[config.mk]
export PLATFORM = sky130hd
export DESIGN_NAME = snap_counter
export DESIGN_NICKNAME = d
export VERILOG_FILES = /design/src/rtl/snap_counter_pkg.sv /design/src/rtl/snap_free_cnt.sv /design/src/rtl/snap_cmd_decode.sv /design/src/rtl/snap_regs.sv /design/src/rtl/snap_counter.sv
export SDC_FILE = /design/constraint.sdc
export NUM_CORES = 1
export LEC_CHECK = 0
export ABC_CLOCK_PERIOD_IN_PS = 2000
export BUFFER_PORTS_ARGS = -buffer_cell sky130_fd_sc_hd__buf_4
export CAP_MARGIN = 20
export CORE_UTILIZATION = 40
export DETAILED_ROUTE_END_ITERATION = 7
export GPL_TIMING_DRIVEN = 1
export PLACE_DENSITY = 0.57
export SYNTH_ARGS = -nofsm -noshare
export SYNTH_HDL_FRONTEND = slang
export SYNTH_SLANG_ARGS = --single-unit
[constraint.sdc]
create_clock -name clk_i -period 2 [get_ports clk_i]
set_input_delay 0.2 -clock clk_i [delete_from_list [all_inputs] [get_ports clk_i]]
set_output_delay 0.2 -clock clk_i [all_outputs]
set_load 0.05 [all_outputs]
[src/rtl/snap_counter_pkg.sv]
package snap_counter_pkg;
  typedef enum logic [1:0] {
    ADDR_CTRL = 2'd0,
    ADDR_LO   = 2'd1,
    ADDR_HI   = 2'd2,
    ADDR_RSVD = 2'd3
  } reg_addr_e;

  localparam int unsigned CAPTURE_BIT = 1;
  localparam int unsigned ZERO_BIT    = 0;
  localparam int unsigned NUM_HALVES  = 2;
endpackage

[src/rtl/snap_free_cnt.sv]
module snap_free_cnt #(
  parameter int unsigned CNT_W = 64
) (
  input  logic             clk_i,
  input  logic             rst_ni,
  input  logic             tick_i,
  output logic [CNT_W-1:0] cnt_o
);
  logic [CNT_W-1:0] cnt_q;

  always_ff @(posedge clk_i or negedge rst_ni) begin
    if (!rst_ni)     cnt_q <= '0;
    else if (tick_i) cnt_q <= cnt_q + 1'b1;
  end

  assign cnt_o = cnt_q;
endmodule

[src/rtl/snap_cmd_decode.sv]
module snap_cmd_decode
  import snap_counter_pkg::*;
#(
  parameter int unsigned REG_W = 32
) (
  input  logic                  wr_en_i,
  input  logic [1:0]            addr_i,
  input  logic [REG_W-1:0]      wdata_i,
  output logic                  ctrl_we_o,
  output logic [REG_W-1:0]      ctrl_d_o,
  output logic                  capture_o,
  output logic                  zero_o,
  output logic [NUM_HALVES-1:0] half_we_o
);
  always_comb begin
    ctrl_we_o = wr_en_i && (addr_i == ADDR_CTRL);
    ctrl_d_o  = wdata_i;
    ctrl_d_o[CAPTURE_BIT] = 1'b0;  // self-clearing commands
    ctrl_d_o[ZERO_BIT]    = 1'b0;
    capture_o = ctrl_we_o && wdata_i[CAPTURE_BIT];
    zero_o    = ctrl_we_o && wdata_i[ZERO_BIT];
    half_we_o[0] = wr_en_i && (addr_i == ADDR_LO);
    half_we_o[1] = wr_en_i && (addr_i == ADDR_HI);
  end
endmodule

[src/rtl/snap_regs.sv]
module snap_regs
  import snap_counter_pkg::*;
#(
  parameter int unsigned REG_W = 32,
  localparam int unsigned CNT_W = NUM_HALVES * REG_W
) (
  input  logic                  clk_i,
  input  logic                  rst_ni,
  input  logic [CNT_W-1:0]      cnt_i,
  input  logic                  capture_i,
  input  logic                  zero_i,
  input  logic [NUM_HALVES-1:0] half_we_i,
  input  logic [REG_W-1:0]      wdata_i,
  output logic [CNT_W-1:0]      snap_o
);
  for (genvar g = 0; g < NUM_HALVES; g++) begin : g_half
    logic [REG_W-1:0] half_q;
    always_ff @(posedge clk_i or negedge rst_ni) begin
      if (!rst_ni)           half_q <= '0;
      else if (zero_i)       half_q <= '0;   // clear wins over capture
      else if (capture_i)    half_q <= cnt_i[g*REG_W +: REG_W];
      else if (half_we_i[g]) half_q <= wdata_i;
    end
    assign snap_o[g*REG_W +: REG_W] = half_q;
  end
endmodule

[src/rtl/snap_counter.sv]
module snap_counter
  import snap_counter_pkg::*;
#(
  parameter int unsigned REG_W = 32
) (
  input  logic             clk_i,
  input  logic             rst_ni,
  input  logic             tick_i,
  input  logic             wr_en_i,
  input  logic [1:0]       addr_i,
  input  logic [REG_W-1:0] wdata_i,
  output logic [REG_W-1:0] rdata_o
);
  localparam int unsigned CNT_W = NUM_HALVES * REG_W;

  logic [CNT_W-1:0]      cnt;
  logic [CNT_W-1:0]      snap;
  logic [REG_W-1:0]      ctrl_q;
  logic [REG_W-1:0]      ctrl_d;
  logic                  ctrl_we;
  logic                  capture;
  logic                  zero;
  logic [NUM_HALVES-1:0] half_we;

  snap_free_cnt #(.CNT_W(CNT_W)) i_cnt (
    .clk_i (clk_i),
    .rst_ni(rst_ni),
    .tick_i(tick_i),
    .cnt_o (cnt)
  );

  snap_cmd_decode #(.REG_W(REG_W)) i_dec (
    .wr_en_i  (wr_en_i),
    .addr_i   (addr_i),
    .wdata_i  (wdata_i),
    .ctrl_we_o(ctrl_we),
    .ctrl_d_o (ctrl_d),
    .capture_o(capture),
    .zero_o   (zero),
    .half_we_o(half_we)
  );

  snap_regs #(.REG_W(REG_W)) i_regs (
    .clk_i    (clk_i),
    .rst_ni   (rst_ni),
    .cnt_i    (cnt),
    .capture_i(capture),
    .zero_i   (zero),
    .half_we_i(half_we),
    .wdata_i  (wdata_i),
    .snap_o   (snap)
  );

  always_ff @(posedge clk_i or negedge rst_ni) begin
    if (!rst_ni)      ctrl_q <= '0;
    else if (ctrl_we) ctrl_q <= ctrl_d;
  end

  always_comb begin
    unique case (addr_i)
      ADDR_CTRL: rdata_o = ctrl_q;
      ADDR_LO:   rdata_o = snap[REG_W-1:0];
      ADDR_HI:   rdata_o = snap[CNT_W-1:REG_W];
      default:   rdata_o = '0;
    endcase
  end
endmodule

==> flow_results.org, run 1 <==
** Outcome
- The run finished with clean final reports.

** Finish
- The number of antenna diodes in the final layout is 0.
- In the final design database the tool counted 936 nets.
- Share of the core filled with cells :: 51.2%
- Counting the fill cells in the layout gives 1709.
- Synthesis-to-layout area growth :: 25.3%
- Layout cell share with drive strength beyond 1 :: 25.0%

** Placed design
- Input and output buffers added on the ports amount to 69.
- Final weighted congestion in routability-driven placement :: 0.915
- Placed wire-length estimate after detailed placement :: 14900 microns

** STA
- FMAX :: 0.522 GHz
- Setup repair after global routing could not meet its margin everywhere.
- Setup violations remaining at the end of the flow were counted as 0.
- The worst path uses 95.7% of the clock period.
- The clock period could shrink to 1.91 ns.
- The clock arrives with 0.00862 ns of skew.
- Hold Violations, Final :: 0
- Remaining max-slew budget at the tightest pin :: 35.8%
- Fin. max-slew vios :: 0
- Slew at the pin closest to its max-slew limit :: 0.960 ns

** Critical path
- WP data arrival :: 2.26 ns
- The most critical setup path has its startpoint at i_cnt.cnt_o[0]$_DFFE_PN0P_.
- Startpoint class of the critical path :: flop
- Setup slack on the worst reg-to-reg path comes out at 0.09 ns.
- STA classifies the critical path endpoint as a flop.
- On the critical path, the stage with the largest delay is an instance of nor4_1.
- In this run the critical register-to-register path is captured at i_cnt.cnt_o[24]$_DFFE_PN0P_.
- The largest single stage delay on the critical path is 0.45 ns.
- Data required time of the critical path :: 2.34 ns
- Worst r2r path cells :: 7
- Startpoint of the most critical register-to-register path :: i_cnt.cnt_o[0]$_DFFE_PN0P_
- Worst-path maximum fanout :: 3
- Critical path, cell by cell :: ha_1 -> buf_4 -> and4_1 -> nand2_1 -> nor4_1 -> and3_1 -> xor2_1
- In this design, the largest share of critical-path delay is due to simple AND/OR/NAND/NOR gates.
- Category of the most critical setup path :: flop to flop
- Worst path buffer plus inverter count :: 1

** Hold path
- The path class of the tightest hold or removal check is input pin to flop.
- Endpoint of the worst hold path :: ctrl_q[29]$_DFFE_PN0N_
- The worst hold path passes through 2 cells.
- The worst hold path begins at wdata_i[29].

** Power
- Combinational cell fraction of total power :: 19.1%
- Power spent charging and discharging nets :: 2.52 mW
- The internal portion of the total power is 6.19 mW.
- Summing internal, switching and leakage power gives 8.70 mW.
- Power spread over the standard cell area amounts to 910 nW/um^2.
- Of the total power, the share spent switching nets is 28.9%.
- Across the VDD grid, the largest voltage drop is 0.616 mV.
- Summed over all cells, the static leakage comes to 4.53 nW.
- Sequential cells burn 43.9% of the power.
- Clock network power share :: 37.0%

** Synth
- Fraction of the mapped netlist area in compound gates :: 11.2%
- Most instantiated flip-flop cell in the synthesis netlist :: dfrtp_1
- Synthesized-area fraction occupied by adder cells :: 0.164%
- Number of nets produced by synthesis :: 814
- During synthesis, Yosys emitted a total of 0 warnings.
- Post-synth design cell area :: 7640 sq um
- By area, the combinational part of the netlist is dominated by simple AND/OR/NAND/NOR gates.
- Yosys mapped a number of flops with a built-in enable equal to 0.
- Share of flip-flops with an asynchronous set or reset after synthesis :: 100%
- Summing the areas of all xor and xnor instances in the mapped netlist gives 7.23% of the synthesized area.
- Post-synthesis sequential area ratio :: 51.8%
- After Yosys synthesis, and, or, nand and nor cells account for 18.4% of the synthesized area.
- Synthesis produced 775 cells.
- Avg Cell Area, Syn :: 9.85 sq um
- Synthesis inferred 158 register bits.
- After synthesis, the share of cell area in mux cells is 8.50%.
- Number of distinct library cells after synthesis :: 42

** Drt
- Wire length after detailed routing :: 20400 microns
- Length of the first detailed-routing pass in iterations :: 7
- The final route contains 6091 vias.
- Dividing the detail-routed via count by the number of cells gives 5.33.
- The detail route stage leaves a number of antenna-violating nets equal to 0.
- First-iteration detailed-routing DRC count :: 334
- In the final routed layout, each cell accounts on average for 17.8 microns.
- In the routed design, unresolved DRC markers number 0.

** Run
- Number of maximum-capacitance constraint violations :: 0

** Clocking
- Source-to-sink clock delay at the later pin of the worst-skew pair :: 0.42 ns
- Counting the buffers created by CTS gives 17.
- Clock net sink count :: 158
- Clock-pin transition on the worst setup and hold timing paths :: 0.06 ns
- TritonCTS clock tree :: built
- The H-tree generated during clock tree synthesis spans 4 levels.
- The longest clock path from root to sink contains 2 buffers.
- The root buffer cell chosen for the clock tree is clkbuf_16.

** Global route
- Summed over all layers, the global routing overflow is 0.
- Wire length of the first global-routing pass :: 33700 microns
- Across every metal layer, demand over resource in global routing totals 22.1%.
- The initial antenna violation count came to 0.
- Pin count of the biggest net entering global routing :: 66
- The number of global-route vias before repair is 6215.

** Die
- 70 I/O pins were placed.
- Die Y-Extent :: 140 microns
- The die covers 19600 sq um.
- Effective utilization at floorplan :: 40.8%
- The floorplan has 50 rows.
- The core region is 18700 sq um.
- The floorplan step set the die width to 140 microns.
worst max path at each step:
stage,end,cells after the start,slack (ns)
after floorplan,rdata_o[10],4,0.01
after global placement,i_cnt.cnt_o[63]$_DFFE_PN0P_,6,0.12
after detailed placement,i_cnt.cnt_o[48]$_DFFE_PN0P_,7,0.02
after CTS,i_cnt.cnt_o[48]$_DFFE_PN0P_,7,0.02
after global routing,i_cnt.cnt_o[61]$_DFFE_PN0P_,6,-0.0002
final,i_cnt.cnt_o[24]$_DFFE_PN0P_,7,0.09
power groups by stage:
| stage | Sequential (mW) | Clock [mW] | Combinational [mW] |
|---|---|---|---|
| after floorplan | 3.84 | 0 | 1.01 |
| after global placement | 3.85 | 0 | 1.64 |
| after detailed placement | 3.87 | 0 | 1.67 |
| after CTS | 3.82 | 3.28 | 1.68 |
| after global routing | 3.87 | 3.43 | 1.83 |
| final | 3.82 | 3.22 | 1.66 |
flip-flops by register name, indices dropped and copies added (netlist names):
name	cells
i_cnt.cnt_o	64
i_regs.g_half.half_q	64
ctrl_q	30
cell type report:
type                       count  area [sq um]  area share [%]
clock inverter                 9           110            1.15
sequential                   158          3960            41.3
tap                          234           293            3.06
timing repair buffer         144          1150            12.0
multi-input combinational    566          3550            37.1
clock buffer                  22           474            4.96
inverter                      10          37.5           0.392
layer usage:
layer / global-route usage, % / vias to the layer above / wire length (microns)
met4: 7.00 / 0 / 289
met3: 3.56 / 15 / 688
met2: 35.5 / 127 / 9640
met5: 0 / - / 0
met1: 30.6 / 3020 / 9750
li1: - / 2929 / -
layout by cell type, fill, tap and decap left out, drive strengths merged, types with 7 or more instances in the layout:
cell / instances
nor2: 30
nor3: 19
mux2: 31
dfrtp: 158
nand3: 23
inv: 11
a21oi: 62
nand4: 21
mux2i: 30
clkbuf: 22
nor2b: 31
nor4: 11
and3: 7
o21ai: 92
xor2: 38
buf: 143
xnor2: 25
nand2: 120
worst reg2reg max path, cell delays in order, from the launching register on:
cell and delay [ns]:
dfrtp_1 0.35, ha_1 0.17, buf_4 0.11, and4_1 0.24, nand2_1 0.15, nor4_1 0.45, and3_1 0.23, xor2_1 0.14
cells by family after synthesis:
logic type	Yosys count
buf+inv	51
xor+xnor	63
fa+ha+maj	1
simple gates	277
mux	61
compound gates	164
flops	158
cells in the mapped netlist, types with 2 or more instances:
master	number	area share, %
nor2b_1	31	2.5
a22o_1	4	0.46
xnor2_1	25	2.9
nand2_1	120	5.9
o21ai_0	89	5.8
o21ai_1	3	0.20
buf_2	10	0.66
mux2i_1	30	3.9
or2_2	2	0.16
and4_1	2	0.23
dfrtp_1	158	52
and3_1	5	0.41
nand2b_1	2	0.16
and3_2	2	0.20
o311ai_1	2	0.23
nand3_1	23	1.5
nor2_1	30	1.5
a21o_1	2	0.20
inv_1	10	0.49
nor4_1	9	0.74
a22oi_1	2	0.20
a21oi_1	62	4.1
nor3_1	19	1.2
and2_1	2	0.16
xor2_1	38	4.4
nand4_1	19	1.6
clkbuf_1	29	1.4
mux2_2	31	4.6
metrics by stage:
stage	instance area, sq um	TNS, ns	std cells	hold WS (ns)	setup slack (ns)
finish	9570	0	1143	0.0215	0.0854
CTS	9500	0	1140	0.00401	0.0167
global placement	8910	0	1108	0.139	0.117
detailed placement	8910	0	1108	0.145	0.0233
global route	9570	-0.000179	1143	0.00635	-0.000179
floorplan	7640	0	775	-0.0956	0.0103
repair_timing:
item,4_1_cts,5_1_grt
setup buffers,0,3
setup endpoints to repair,0,15
resized for setup,0,8
hold buffers,1,0
hold endpoints to repair,38,0
Note: power is estimated with default switching activity, not from simulation.
==> run 2, diff against run 1 <==
--- a/config.mk
+++ b/config.mk
@@ -6,12 +6,13 @@
 export NUM_CORES = 1
 export LEC_CHECK = 0
 export ABC_CLOCK_PERIOD_IN_PS = 2000
-export BUFFER_PORTS_ARGS = -buffer_cell sky130_fd_sc_hd__buf_4
 export CAP_MARGIN = 20
+export CORE_MARGIN = 4
 export CORE_UTILIZATION = 40
 export DETAILED_ROUTE_END_ITERATION = 7
-export GPL_TIMING_DRIVEN = 1
-export PLACE_DENSITY = 0.57
+export DONT_BUFFER_PORTS = 1
+export GPL_TIMING_DRIVEN = 0
+export PLACE_DENSITY = 0.54
 export SYNTH_ARGS = -nofsm -noshare
 export SYNTH_HDL_FRONTEND = slang
 export SYNTH_SLANG_ARGS = --single-unit
==> run 2 against run 1 <==
The flow now finishes with violations (hold timing). Cell count down 4.8%. Combinational power down 15%. Sequential power up 2%. Clock skew is 0.0023 ns lower. Worst hold slack got worse by 0.55 ns. Clock-buffer cell count increased by 1. Critical path depth decreased by 1. Critical path type unchanged. Critical endpoint is now i_cnt.cnt_o[47]$_DFFE_PN0P_. Highest routed layer unchanged.
==> flow_results.org, run 2 (synthesis gave the netlist of run 1 again) <==
** Clocking
- Clock net sink count :: 158 (unchanged)
- The depth of the CTS H-tree came to 4 (unchanged).
- Clock root buffer :: clkbuf_16 (unchanged)
- The CTS buffer count is 17 (unchanged).
- The source-to-sink clock delay at the later pin of the worst-skew pair is 0.43 ns (was 0.42 ns).
- Cts-stage hold buffer count :: 31 (was 1)
- Maximum clock path buffer count :: 2 (unchanged)
- TritonCTS clock tree :: built (unchanged)
- The clock-pin slew reported for the worst setup and hold paths after clock tree synthesis is 0.06 ns (about the same).

** Drt
- Length of the first detailed-routing pass in iterations :: 5 (was 7)
- First-iteration detailed-routing DRC count :: 449 (was 334)
- Sum of routed wire segments on met1 :: 10400 microns (was 9750 microns)
- The aggregate routed wire length is 23100 microns (was 20400 microns).
- The average via count per standard cell came to 5.67 (was 5.33).
- The highest routed metal layer is met4 (unchanged).
- The post-detailed-route wirelength per cell was 21.2 microns (was 17.8 microns).
- Detailed-routed wire length on met3 :: 1350 microns (was 688 microns)
- DRC violations left :: 0 (unchanged)
- Vias after detailed routing :: 6165 (was 6091)
- Routed length on met2 :: 11000 microns (was 9640 microns)
- Post-detailed-route count of antenna-violating nets :: 0 (unchanged)

** Die
- Die Y-Extent :: 146 microns (was 140 microns)
- The boundary pin count came to 70 (unchanged).
- Area of the die :: 21400 sq um (was 19600 sq um)
- Standard-cell rows :: 50 (unchanged)
- Core Area :: 18800 sq um (was 18700 sq um)
- The width of the die came to 146 microns (was 140 microns).
- The starting density of the core is 40.7% (was 40.8%).

** Critical path
- The number of buffer and inverter instances along the worst setup path was 1 (unchanged).
- The critical path class is flop to flop (unchanged).
- The kind of cell adding the most delay to the critical path was simple AND/OR/NAND/NOR gates (unchanged).
- Crit-path slowest cell :: dfrtp_1 (was nor4_1)
- The critical path startpoint category is a flop (unchanged).
- The largest incremental delay on the critical path was 0.44 ns (was 0.45 ns).
- The peak fanout along the critical path was 7 (was 3).
- Setup crit end kind :: flop (unchanged)
- The data required time at the worst endpoint is 2.34 ns (about the same).
- Critical path, cell by cell :: nand3_2 -> or2_2 -> buf_2 -> nand4b_2 -> nor3_2 -> xor2_1 (was ha_1 -> buf_4 -> and4_1 -> nand2_1 -> nor4_1 -> and3_1 -> xor2_1)
- The data arrival time of the critical path is 2.31 ns (was 2.26 ns).

** Finish
- Final Instance Area :: 9490 sq um (was 9570 sq um)
- The count of filler cells inserted in the layout came to 1695 (was 1709).
- Final #Nets :: 880 (was 936)
- Diodes inserted :: 0 (unchanged)
- Commonest non-fill, non-tap cells in the layout: dfrtp_1, nand2_1, a21oi_1 (was dfrtp_1, buf_4, nand2_1).
- The fraction of final layout cells sized beyond drive strength 1 was 22.7% (was 25.0%).
- Synthesis-to-layout area growth :: 24.3% (was 25.3%)
- Most common library cell in the layout ignoring fill and taps :: dfrtp_1 (unchanged)

** STA
- Hold Violations, Final :: 158 (was 0)
- The worst hold slack after final layout is -0.527 ns (was 0.0215 ns).
- The minimum clock period came to 1.97 ns (was 1.91 ns).
- Final critical-path share of the clock period :: 98.6% (was 95.7%)
- The setup clock skew after layout is 0.00629 ns (was 0.00862 ns).
- The slew at the pin closest to its max-slew limit is 1.00 ns (was 0.960 ns).
- The maximum achievable frequency is 0.507 GHz (was 0.522 GHz).
- Setup violators final :: 0 (unchanged)
- Remaining max-slew budget at the tightest pin :: 33.3% (was 35.8%)
- Fin. max-slew vios :: 0 (unchanged)
- RSZ-0062 raised after global routing: true (unchanged).

** Global route
- GRT Util Overall :: 21.8% (was 22.1%)
- Via count of the first global-routing pass :: 6256 (was 6215)
- The initial antenna violation count is 0 (unchanged).
- Pin count of the biggest net entering global routing :: 159 (was 66)
- The global-route congestion overflow total came to 0 (unchanged).
- Wire length of the first global-routing pass :: 36300 microns (was 33700 microns)

** Power
- Worst ir drop on vdd :: 0.593 mV (was 0.616 mV)
- The total power per unit cell area came to 965 nW/um^2 (was 910 nW/um^2).
- Reported leakage power :: 4.37 nW (was 4.53 nW)
- Total Power :: 9.16 mW (was 8.70 mW)

** Placed design
- Area of placed instances :: 7940 sq um (was 8910 sq um)
- The half-perimeter wire length of the detailed placement result came to 15500 microns (was 14900 microns).
- The weighted congestion reported at the end of routability-driven placement is 0.883 (was 0.915).
- Buffers added on ports :: 0 (was 69)

** Hold path
- The classification of the worst-slack hold path is input pin to async pin (was input pin to flop).

** Run
- The max-capacitance violation count is 0 (unchanged).

** Outcome
- Failing checks :: hold timing
- Result of the run: finished, violations left (was finished, final reports clean).
-- run 2: final timing paths --
kind	cells past startpoint	start	end	slack (ns)
worst max-delay path	6	i_cnt.cnt_o[30]$_DFFE_PN0P_	i_cnt.cnt_o[47]$_DFFE_PN0P_	0.03
worst min-delay path	0	rst_ni	ctrl_q[3]$_DFFE_PN0N_	-0.53
worst max register to register	6	i_cnt.cnt_o[30]$_DFFE_PN0P_	i_cnt.cnt_o[47]$_DFFE_PN0P_	0.03
worst min register to register	2	i_regs.g_half[0].half_q[7]$_DFFE_PN0P_	i_regs.g_half[0].half_q[7]$_DFFE_PN0P_	0.48
max in group asynchronous	0	rst_ni	i_cnt.cnt_o[28]$_DFFE_PN0P_	2.27
min in group clk_i	2	tick_i	i_cnt.cnt_o[0]$_DFFE_PN0P_	0.05
-- run 2: what timing repair did --
action | 4_1_cts | 5_1_grt
resized for setup | 54 | 51
setup endpoints to repair | 72 | 62
cloned | 0 | 1
buffers inserted | 3 | 13
endpoints found under the hold margin | 190 | 158
pin swaps | 1 | 10
-- run 2: power by group --
group	switching [mW]	internal, mW	leakage, nW
clock	1.32	2.54	0.346
combinational	0.913	0.498	2.03
sequential	0.292	3.59	1.99
total	2.52	6.63	4.37
-- run 2: per-stage QoR --
step	setup TNS, ns	worst slack (ns)	cells	utilization, %
global route	-0.104	-0.0676	1088	50.6
CTS	-0.409	-0.0691	1076	49.0
detailed placement	-38.13	-0.603	1010	42.3
global placement	-35.15	-0.573	1009	42.2
finish	0	0.0270	1088	50.6
floorplan	0	0.0103	775	-
-- run 2: metal layers --
metal	vias up	global-route usage (%)
met1	3109	29.5
met3	36	5.90
met5	-	0
met2	186	34.5
li1	2834	-
met4	0	6.63
-- run 2: final cells by class --
type | count | area [sq um] | share of cell area [%]
inverters | 10 | 37.5 | 0.396
well taps | 234 | 293 | 3.09
multi-input cells | 567 | 3850 | 40.6
clock buffers | 23 | 508 | 5.35
clock inverters | 9 | 201 | 2.12
repair buffers | 47 | 438 | 4.62
flip-flops and latches | 158 | 3980 | 41.9
plain buffers | 40 | 183 | 1.93
==> run 3, diff against run 2 <==
--- a/config.mk
+++ b/config.mk
@@ -7,6 +7,7 @@
 export LEC_CHECK = 0
 export ABC_CLOCK_PERIOD_IN_PS = 2000
 export CAP_MARGIN = 20
+export CORE_ASPECT_RATIO = 1.1
 export CORE_MARGIN = 4
 export CORE_UTILIZATION = 40
 export DETAILED_ROUTE_END_ITERATION = 7
==> constraint.sdc (replaced) <==
create_clock -name clk_i -period 2 [get_ports clk_i]
set_input_delay 0.6 -clock clk_i [delete_from_list [all_inputs] [get_ports clk_i]]
set_output_delay 0.6 -clock clk_i [all_outputs]
set_load 0.05 [all_outputs]
==> run 3 against run 2 <==
The run ends with hold timing, setup timing left. Clock skew rose by 0.0016 ns. Sequential power about the same. Sequential share of layout area down 2.1 points. Worst hold slack better by 0.39 ns. Via count decreased by 0.78%. Critical path depth decreased by 2. Global-route usage is 0.52 points higher. Fmax is 5.3% lower. Routed wire length rose by 4.2%. Cell count grew 0.28%. Core utilization grew 3.0 points. Sequential cell count is the same. Highest routed layer unchanged.
==> flow_results.org, run 3 (synthesis gave the netlist of run 1 again) <==
** Power
- Power Dens Cells :: 890 nW/um^2 (was 965 nW/um^2)
- The leakage component of the power came to 4.52 nW (was 4.37 nW).
- Worst ir drop on vdd :: 0.654 mV (was 0.593 mV)

** Clocking
- Clock root buffer :: clkbuf_16 (unchanged)
- The maximum number of buffers from clock root to sink came to 2 (unchanged).
- The source-to-sink clock delay at the later pin of the worst-skew pair came to 0.42 ns (was 0.43 ns).
- Clock H-tree levels :: 4 (unchanged)
- TritonCTS clock tree :: built (unchanged)
- TritonCTS buffer count :: 17 (unchanged)
- Clock net sink count :: 158 (unchanged)
- Clock-pin transition on the worst setup and hold timing paths :: 0.07 ns (was 0.06 ns)

** Die
- The die footprint is 21400 sq um (about the same).
- Standard-cell rows :: 52 (was 50)
- The starting density of the core was 41.0% (was 40.7%).
- The boundary pin count was 70 (unchanged).
- The area of the core was 18600 sq um (was 18800 sq um).
- The vertical extent of the die is 153 microns (was 146 microns).
- Width of the chip :: 140 microns (was 146 microns)

** Critical path
- The start point of the critical path was addr_i[1] (was i_cnt.cnt_o[30]$_DFFE_PN0P_).
- The number of buffer and inverter instances along the worst setup path came to 2 (was 1).
- The last element of the critical path was rdata_o[9] (was i_cnt.cnt_o[47]$_DFFE_PN0P_).
- Worst-path maximum fanout :: 6 (was 7)
- The data required time at the worst endpoint came to 1.40 ns (was 2.34 ns).
- Startpoint of the most critical register-to-register path :: i_cnt.cnt_o[35]$_DFFE_PN0P_ (was i_cnt.cnt_o[30]$_DFFE_PN0P_)
- Worst r2r path cells :: 5 (was 6)
- The critical path startpoint category was an input pin (was flop).
- WP data arrival :: 1.48 ns (was 2.31 ns)
- Setup crit end kind :: output port (was flop)
- Critical path, cell by cell :: clkbuf_16 -> clkbuf_16 -> mux2i_2 -> o21ai_4 (was nand3_2 -> or2_2 -> buf_2 -> nand4b_2 -> nor3_2 -> xor2_1)
- The critical path class was input pin to output port (was flop to flop).
- Crit-path slowest cell :: o21ai_4 (was dfrtp_1)
- The setup slack on the worst flop-to-flop path came to 0.04 ns (was 0.03 ns).
- The reg-to-reg endpoint was i_cnt.cnt_o[48]$_DFFE_PN0P_ (was i_cnt.cnt_o[47]$_DFFE_PN0P_).
- The number of cells on the critical path is 4 (was 6).
- The kind of cell adding the most delay to the critical path is compound AO/OA/AOI/OAI gates (was simple AND/OR/NAND/NOR gates).
- Maximum cell stage delay along the critical path :: 0.37 ns (was 0.44 ns)
- Most used cell, CP :: clkbuf_16

** Global route
- Met2 layer usage reported by global route :: 35.7% (was 34.5%)
- Met1 track utilization from global routing :: 31.0% (was 29.5%)
- The global-route congestion overflow total was 0 (unchanged).
- Via count of the first global-routing pass :: 6150 (was 6256)
- Initial antenna violation count :: 0 (unchanged)
- Global Route met3 Usage :: 4.94% (was 5.90%)
- The first-pass GRT wire length came to 37000 microns (was 36300 microns).
- GRT Util Overall :: 22.3% (was 21.8%)
- Pin count of the biggest net entering global routing :: 159 (unchanged)
- Busiest layer in global routing :: met2 (unchanged)

** Placed design
- The worst slack at placement was -0.788 ns (was -0.603 ns).
- The cell area after placement was 8430 sq um (was 7940 sq um).
- Placed wire-length estimate after detailed placement :: 15400 microns (was 15500 microns)
- Final weighted congestion in routability-driven placement :: 0.877 (was 0.883)
- Buffers added on ports :: 0 (unchanged)

** STA
- Slew at the pin closest to its max-slew limit :: 0.732 ns (was 1.00 ns)
- RSZ-0062 raised after global routing: true (unchanged).
- Final worst slack :: -0.0823 ns (was 0.0270 ns)
- The worst max-slew margin expressed relative to the limit is 51.2% (was 33.3%).
- Minimum period implied by the final worst setup slack :: 2.08 ns (was 1.97 ns)
- The worst hold slack after final layout was -0.135 ns (was -0.527 ns).
- The maximum achievable frequency was 0.480 GHz (was 0.507 GHz).
- The total setup violations reported at the end of the flow was 30 (was 0).
- The setup clock skew after layout came to 0.00790 ns (was 0.00629 ns).
- Final critical-path share of the clock period :: 104% (was 98.6%)
- The max-slew violation count came to 0 (unchanged).
- Hold Violations, Final :: 158 (unchanged)

** Outcome
- Result of the run :: finished, violations left (unchanged)
- Failing checks: hold timing, setup timing (was hold timing).

** Finish
- Final Instance Area :: 9960 sq um (was 9490 sq um)
- Synthesis-to-layout area growth :: 30.4% (was 24.3%)
- Commonest non-fill, non-tap cells in the layout: dfrtp_1, nand2_1, a21oi_1 (unchanged).
- Final #Nets :: 874 (was 880)
- Layout cell share with drive strength beyond 1 :: 30.7% (was 22.7%)
- The number of diodes added for antenna fixing was 0 (unchanged).
- The leading cell type in the layout, fill and taps excluded was dfrtp_1 (unchanged).
- Number of inserted filler cells in the final layout :: 1694 (was 1695)

** Hold path
- Type of the tightest min-delay check :: input pin to async pin (unchanged)

** Drt
- The average via count per standard cell is 5.61 (was 5.67).
- Wire length after detailed routing :: 24100 microns (was 23100 microns)
- Length of the first detailed-routing pass in iterations :: 5 (unchanged)
- The post-detailed-route wirelength per cell was 22.0 microns (was 21.2 microns).
- The residual antenna-violating net count after detailed routing was 0 (unchanged).
- The post-detailed-route DRC marker count was 0 (unchanged).
- The overall via count from detail_route is 6117 (was 6165).
- First-iteration detailed-routing DRC count :: 444 (was 449)

** Run
- The max-capacitance violation count was 0 (unchanged).
run 3: changes by cell type in the layout (fill, tap and decap cells not counted), sizes merged:
| cell | change |
|---|---|
| buf | +22 |
| bufinv | -4 |
| clkbuf | +2 |
| clkinv | +3 |
| clkinvlp | +3 |
| dlygate4sd3 | -31 |
| nand4b | -1 |
run 3: area by class of cell:
type	count	area, sq um	share of cell area [%]
plain buffers	40	380	3.82
clock buffers	21	470	4.72
clock inverters	11	115	1.16
inverters	10	45.0	0.452
multi-input cells	566	4270	42.9
flip-flops and latches	158	3970	39.8
well taps	243	304	3.05
repair buffers	42	407	4.08
run 3: power breakdown:
part           total, mW  switching [mW]  internal, mW
clock network       3.27            1.35          1.93
logic               1.67            1.01         0.668
registers           3.91           0.326          3.59
total               8.86            2.68          6.18
run 3: worst min path at each step:
stage	from	endpoint	slack, ns	depth (start not counted)
global placement	rst_ni	ctrl_q[5]$_DFFE_PN0N_	0.31	0
CTS	rst_ni	i_regs.g_half[1].half_q[5]$_DFFE_PN0P_	-0.15	0
detailed placement	rst_ni	i_regs.g_half[1].half_q[5]$_DFFE_PN0P_	0.31	0
global route	rst_ni	i_regs.g_half[1].half_q[5]$_DFFE_PN0P_	-0.16	0
floorplan	rst_ni	ctrl_q[10]$_DFFE_PN0N_	0.30	0
finish	rst_ni	i_regs.g_half[1].half_q[5]$_DFFE_PN0P_	-0.13	0
run 3: through the flow:
stage	setup TNS [ns]	utilization, %	total power, mW	cells
5_1_grt	-2.06	53.5	9.23	1091
3_5_place_dp	-62.59	45.3	5.36	1018
2_1_floorplan	-0.755	-	5.07	775
6_report	-1.39	53.5	8.86	1091
4_1_cts	-2.47	51.3	8.78	1074
3_3_place_gp	-59.19	45.3	5.31	1018
run 3: timing repair:
action	CTS	global route
resized for setup	63	68
pin swaps	21	35
buffers inserted	18	17
endpoints found under the hold margin	158	158
setup endpoints to repair	119	124
gates cloned	6	1
run 3: routing by layer:
| layer | up-vias | share of wire (%) |
|---|---|---|
| met1 | 3099 | 44 |
| met4 | 0 | 2.1 |
| met2 | 172 | 48 |
| met3 | 32 | 5.3 |
| li1 | 2814 | - |
| met5 | - | 0 |
